### config.mk
export PLATFORM = sky130hd
export DESIGN_NAME = mwreg_bank
export DESIGN_NICKNAME = d
export VERILOG_FILES = /design/src/rtl/mwreg_pkg.sv /design/src/rtl/mwreg_decode.sv /design/src/rtl/mwreg_cell.sv /design/src/rtl/mwreg_rdmux.sv /design/src/rtl/mwreg_bank.sv
export SDC_FILE = /design/constraint.sdc
export NUM_CORES = 1
export LEC_CHECK = 0
export ABC_CLOCK_PERIOD_IN_PS = 3450
export BUFFER_PORTS_ARGS = -buffer_cell sky130_fd_sc_hd__buf_2
export CAP_MARGIN = 20
export CORE_ASPECT_RATIO = 0.8
export CORE_UTILIZATION = 60
export DETAILED_ROUTE_END_ITERATION = 16
export PLACE_DENSITY_LB_ADDON = 0.15
export SKIP_LAST_GASP = 1
export SLEW_MARGIN = 5
export SYNTH_ARGS = -nofsm -noshare
export SYNTH_HDL_FRONTEND = slang
export SYNTH_SLANG_ARGS = --single-unit
### constraint.sdc
create_clock -name clk -period 3.45 [get_ports clk]
set_input_delay 0.345 -clock clk [delete_from_list [all_inputs] [get_ports clk]]
set_output_delay 0.345 -clock clk [all_outputs]
set_load 0.01 [all_outputs]
### src/rtl/mwreg_pkg.sv
package mwreg_pkg;

    localparam int unsigned MW_HALF_W = 16;
    localparam int unsigned MW_BUS_W  = 2 * MW_HALF_W;

    typedef struct packed {
        logic                vld;
        logic [MW_BUS_W-1:0] data;
    } rd_resp_t;

endpackage

### src/rtl/mwreg_decode.sv
module mwreg_decode #(
    parameter int unsigned NREGS  = 8,
    parameter int unsigned ADDR_W = 4
) (
    input  logic [ADDR_W-1:0] addr,
    output logic [NREGS-1:0]  sel
);

    for (genvar g = 0; g < NREGS; g++) begin : g_sel
        assign sel[g] = (addr == ADDR_W'(g));
    end

endmodule

### src/rtl/mwreg_cell.sv
module mwreg_cell
    import mwreg_pkg::*;
#(
    parameter bit                  MASKED  = 1'b0,
    parameter logic [MW_HALF_W-1:0] RST_VAL = '0
) (
    input  logic                  clk,
    input  logic                  rst,
    input  logic                  wr_en,
    input  logic [MW_BUS_W-1:0]   wdata,
    output logic [MW_HALF_W-1:0]  value
);

    logic [MW_HALF_W-1:0] val_d, val_q;
    logic [MW_HALF_W-1:0] upd_bits;
    logic [MW_HALF_W-1:0] new_bits;

    assign new_bits = wdata[MW_HALF_W-1:0];

    if (MASKED) begin : g_masked
        assign upd_bits = wdata[MW_BUS_W-1:MW_HALF_W];
    end else begin : g_plain
        logic unused_upper;
        assign unused_upper = ^wdata[MW_BUS_W-1:MW_HALF_W];
        assign upd_bits     = '1;
    end

    always_comb begin
        val_d = val_q;
        if (wr_en) begin
            val_d = (val_q & ~upd_bits) | (new_bits & upd_bits);
        end
    end

    always_ff @(posedge clk) begin
        if (rst) begin
            val_q <= RST_VAL;
        end else begin
            val_q <= val_d;
        end
    end

    assign value = val_q;

endmodule

### src/rtl/mwreg_rdmux.sv
module mwreg_rdmux
    import mwreg_pkg::*;
#(
    parameter int unsigned NREGS = 8
) (
    input  logic [NREGS-1:0]                 sel,
    input  logic [NREGS-1:0][MW_HALF_W-1:0]  vals,
    output logic [MW_HALF_W-1:0]             rd_val
);

    always_comb begin
        rd_val = '0;
        for (int i = 0; i < NREGS; i++) begin
            rd_val = rd_val | (vals[i] & {MW_HALF_W{sel[i]}});
        end
    end

endmodule

### src/rtl/mwreg_bank.sv
module mwreg_bank
    import mwreg_pkg::*;
#(
    parameter int unsigned                    NREGS      = 8,
    parameter int unsigned                    ADDR_W     = 4,
    parameter logic [NREGS-1:0]               MASKED_MAP = 8'b0101_0011,
    parameter logic [NREGS*MW_HALF_W-1:0]     RST_VALS   = {16'h7777, 16'h6666, 16'h5555, 16'h4444,
                                                            16'h3333, 16'h2222, 16'h1111, 16'h0000}
) (
    input  logic                 clk,
    input  logic                 rst,
    input  logic [ADDR_W-1:0]    bus_addr,
    input  logic                 bus_wr,
    input  logic                 bus_rd,
    input  logic [MW_BUS_W-1:0]  bus_wdata,
    output logic [MW_BUS_W-1:0]  bus_rdata,
    output logic                 bus_rvalid
);

    logic [NREGS-1:0]                sel;
    logic [NREGS-1:0]                wr_sel;
    logic [NREGS-1:0][MW_HALF_W-1:0] reg_vals;
    logic [MW_HALF_W-1:0]            rd_val;
    rd_resp_t                        resp_d, resp_q;

    mwreg_decode #(
        .NREGS  (NREGS),
        .ADDR_W (ADDR_W)
    ) u_decode (
        .addr (bus_addr),
        .sel  (sel)
    );

    assign wr_sel = sel & {NREGS{bus_wr}};

    for (genvar g = 0; g < NREGS; g++) begin : g_reg
        mwreg_cell #(
            .MASKED  (MASKED_MAP[g]),
            .RST_VAL (RST_VALS[g*MW_HALF_W +: MW_HALF_W])
        ) u_cell (
            .clk   (clk),
            .rst   (rst),
            .wr_en (wr_sel[g]),
            .wdata (bus_wdata),
            .value (reg_vals[g])
        );
    end

    mwreg_rdmux #(
        .NREGS (NREGS)
    ) u_rdmux (
        .sel    (sel),
        .vals   (reg_vals),
        .rd_val (rd_val)
    );

    always_comb begin
        resp_d      = '0;
        resp_d.vld  = bus_rd;
        if (bus_rd) begin
            resp_d.data = {{MW_HALF_W{1'b0}}, rd_val};
        end
    end

    always_ff @(posedge clk) begin
        if (rst) begin
            resp_q <= '0;
        end else begin
            resp_q <= resp_d;
        end
    end

    assign bus_rdata  = resp_q.data;
    assign bus_rvalid = resp_q.vld;

endmodule

* Word level (Yosys, flattened, before mapping)
Index checks and enable logic that the tools add are counted.
** Storage, ports and cells
- Input bits :: 40
- Logic and storage cells :: 47
- Bits in registers :: 161
- Output and inout port bits :: 33
** Cells by class
- Bitwise operators :: 27
- Reductions and logical operators :: 2
- Equal/unequal tests :: 7
** Operators by type and width (number)
- $and 16x16->16 :: 13
- $or 16x16->16 :: 11
- $eq 4x3->1 const B :: 4
- $not 16->16 :: 1
- $and 8x8->8 :: 1
- $eq 4x2->1 const B :: 2
- $eq 4x1->1 const B :: 1
- $logic_not 4->1 :: 1
- $reduce_or 2->1 :: 1
- $not 1->1 :: 1

* Longest topological paths before layout
- Depth after elaboration :: 9
- Depth in mapped cells :: 7
- Mapped depth without buffers :: 3

* Hierarchy
A second synthesis with hierarchy kept.
** Unflattened totals
- Cell total of the unflattened synthesis :: 631
- Area total of the unflattened synthesis :: 6602.6 sq um
** Modules (own cells, without submodules)
- mwreg_cell (g_reg[1].u_cell ...) :: instances 2, cells each 64, area each 651.9 sq um
- mwreg_rdmux :: instances 1, cells each 96, area each 758.2 sq um
- mwreg_cell (g_reg[0].u_cell) :: instances 1, cells each 69, area each 710.7 sq um
- mwreg_bank :: instances 1, cells each 61, area each 679.4 sq um
- mwreg_cell (g_reg[6].u_cell) :: instances 1, cells each 60, area each 643.1 sq um
- mwreg_cell (g_reg[7].u_cell) :: instances 1, cells each 53, area each 621.8 sq um
- mwreg_cell (g_reg[5].u_cell) :: instances 1, cells each 52, area each 609.3 sq um
- mwreg_cell (g_reg[3].u_cell) :: instances 1, cells each 52, area each 604.3 sq um
- mwreg_cell (g_reg[2].u_cell) :: instances 1, cells each 52, area each 590.6 sq um
- mwreg_decode :: instances 1, cells each 8, area each 81.3 sq um

* Worst setup path before layout
OpenSTA, ideal clock, no wires.
- Path type :: input-to-reg
- Start point :: in bus_addr[2]
- End point :: reg (tool-made name)
- Buffers on the path :: 4
- Library setup time :: 0.132 ns
- Stages on the path :: 7
- Path slack :: 1.856 ns
- Data arrival time :: 1.462 ns
- Cells stage by stage :: buf_6 or3b_1 buf_2 buf_6 buf_6 o31ai_1 a21oi_1
** RTL lines
- start, declared :: RTL line mwreg_bank.sv:12 : input logic [ADDR_W-1:0] bus_addr,

==> results.sh <==
export IMPL_grt_overflow_total=0
export IMPL_drt_iter0_markers=849
export IMPL_cts_hold_buf=0
export IMPL_drive_gt1_share_pct=13.9
export IMPL_min_period_ns=2.01
export IMPL_vias_per_cell=7.04
export IMPL_layout_commonest_cell="dfxtp_1"
export IMPL_critPathBufInv=2
export IMPL_crit_family="simple AND/OR/NAND/NOR gates"
export IMPL_clk_latency_ns=0.42
export IMPL_maxCapViolCount=0
export IMPL_yosys_warnings=0
export IMPL_critical_path_depth=5
export IMPL_fp_dieW_um=125
export IMPL_instances_no_fill=1011
export IMPL_cp_max_fo=39
export IMPL_required_ns=3.74
export IMPL_clock_sinks=145
export IMPL_antenna_found_initial=2
export IMPL_leakage_uw=0.00323
export IMPL_cts_tree="done"
export IMPL_wl_per_cell_um=22.4
export IMPL_cp_slowest_stage_delay_ns=0.88
export IMPL_criticalPathCategory="in2reg"
export IMPL_drc=2
export IMPL_worstSetupEndpointType="flop"
export IMPL_io_buffers=56
export IMPL_period_share_pct=58.2
export IMPL_cts_setup_buffers=0
export IMPL_utilization_pct=69.0
export IMPL_synthCells=846
export IMPL_drtPass1Iterations=11
export IMPL_syn_area_sq_mm=0.00731
export IMPL_fp_dieH_um=101
export IMPL_final_cell_mix="145 x dfxtp_1, 96 x o21ai_0, 80 x a21oi_1"
export IMPL_drv_slew=0
export IMPL_fillers=947
export IMPL_max_slew_worst_pin_slew_ns=1.07
export IMPL_hpwl_um=13400
export IMPL_num_vias=7118
export IMPL_dp_cells=977
export IMPL_final_cell_area_sq_mm=0.00807
export IMPL_fin_tns_setup_ns=0
export IMPL_die_area_sq_mm=0.0126
export IMPL_core_area_sq_mm=0.0117
export IMPL_outcome="complete, but fails checks"
export IMPL_area_delta_synth_final_pct=10.4
export IMPL_dpl_cell_area_sq_mm=0.00748
export IMPL_htreeDepth=4
export IMPL_peakVddDrop_v=0.000344
export IMPL_path_cells="buf_2, or3b_2, buf_4, o31ai_1, a21oi_1"
export IMPL_hold_ws_ns=0.228
export IMPL_rr_worst_depth=3
export IMPL_pin_count=73
export IMPL_cp_slowest_cell="or3b_2"
export IMPL_min_path_cells=3
export IMPL_multiInputGateArea_sq_mm=0.00385
export IMPL_hold_viol_final=0
export IMPL_grt_usage_pct=36.6
export IMPL_worstPathArrival_ns=2.29
export IMPL_path_clk_slew_ns=0.06
export IMPL_skew_ns=0.00434
export IMPL_cp_start_kind="input pin"
export IMPL_timing_fmax_mhz=498
export IMPL_ys_seq_area_share_pct=39.7
export IMPL_root_buffer="clkbuf_16"
export IMPL_regArea_sq_mm=0.00290
export IMPL_slew_headroom_pct=28.7
export IMPL_hold_path_class="in2reg"
export IMPL_nets=888
export IMPL_cts_buffers=17
export IMPL_grt_max_degree=82
export IMPL_wirelength_um=22700
export IMPL_failed_checks="design-rule violations"
export IMPL_detail_route_antenna_nets=0
export IMPL_synth_cell_type_count=32
export IMPL_cts_resized=0
export IMPL_rows=35
export IMPL_grt_pass1_wl_um=35600
export IMPL_start_util_pct=62.5
export IMPL_rsz0062_at_grt="false"
export IMPL_place_congestion=0.826
export IMPL_ys_ff_latch=145
export IMPL_grt_pass1_vias=6755
export IMPL_cts_buffer_depth=2
export IMPL_setup_violations=0
export IMPL_syn_mean_instance_area_sq_um=8.64
export IMPL_power_density_mw_per_mm2=484
[power by group]
part           switching (uW)  internal [uW]
clock network             703           1110
registers                10.4           1700
logic                     277            100
total                     990           2910
[stage by stage]
stage	total power (uW)	worst slack, ns
2_1_floorplan	1980	1.86
3_3_place_gp	2100	1.14
3_5_place_dp	2110	1.04
4_1_cts	3900	1.48
5_1_grt	4000	1.36
6_report	3900	1.44
[final timing paths]
check / from / end / slack (ns)
max: bus_addr[2] / flop / 1.44
min: bus_wdata[19] / flop / 0.23
min reg2reg: g_reg[7].u_cell.value[5]$_SDFFE_PP1P_ / g_reg[7].u_cell.value[5]$_SDFFE_PP1P_ / 0.46
max reg2reg: g_reg[2].u_cell.value[1]$_SDFFE_PP1P_ / bus_rdata[1]$_SDFF_PP0_ / 2.35
[per-layer routing]
layer  global-route usage, %  part of all wire (%)  vias up  wire, um
li1                        -                     -     3183         -
met1                    45.7                    40     3464      9110
met2                    59.9                    47      406     10700
met3                    6.58                   9.1       65      2070
met4                    22.0                   3.4        0       766
met5                       0                     0        -         0
[cells in the mapped netlist (all sizes together)]
cell / instances / area share (%)
a311o: 16 / 2.2
or2: 1 / 0.086
a21oi: 80 / 5.5
nor3b: 33 / 3.5
and3b: 65 / 7.8
nor2b: 2 / 0.17
or3b: 1 / 0.12
o31a: 16 / 1.9
inv: 17 / 0.87
conb: 1 / 0.051
nand2: 5 / 0.29
clkbuf: 64 / 3.3
o21ai: 96 / 6.6
nand4: 48 / 4.1
o31ai: 48 / 4.9
nand3b: 1 / 0.27
and2b: 2 / 0.21
and2: 1 / 0.086
a41oi: 16 / 1.9
buf: 51 / 4.4
a211o: 32 / 3.8
dfxtp: 145 / 40
and3: 64 / 5.5
nand3: 32 / 2.2
nand2b: 3 / 0.26
nor2: 6 / 0.34
[layout make-up]
| class | instances | share of cell area [%] |
|---|---|---|
| clock buffer | 21 | 5.83 |
| timing repair buffer | 83 | 6.01 |
| clock inverter | 11 | 1.38 |
| inverter | 17 | 0.791 |
| multi-input combinational | 584 | 47.7 |
| sequential | 145 | 36.0 |
| tap | 148 | 2.29 |
| antenna | 2 | 0.0620 |
[tightest hold or removal path: stages]
cell and delay (ns):
buf_2 0.13, nand4_1 0.08, a21oi_1 0.05
[kinds of logic (layout without fill, tap and decap cells)]
logic type	count (synthesis)	in the layout	synth area share, %
DFF	145	145	39.7
AOI/OAI and AO/OA	304	304	26.8
other	1	18	0.0513
and+or+nand+nor	264	264	24.9
buffers and inverters	132	132	8.53
Power figures use the tool's default switching activity.
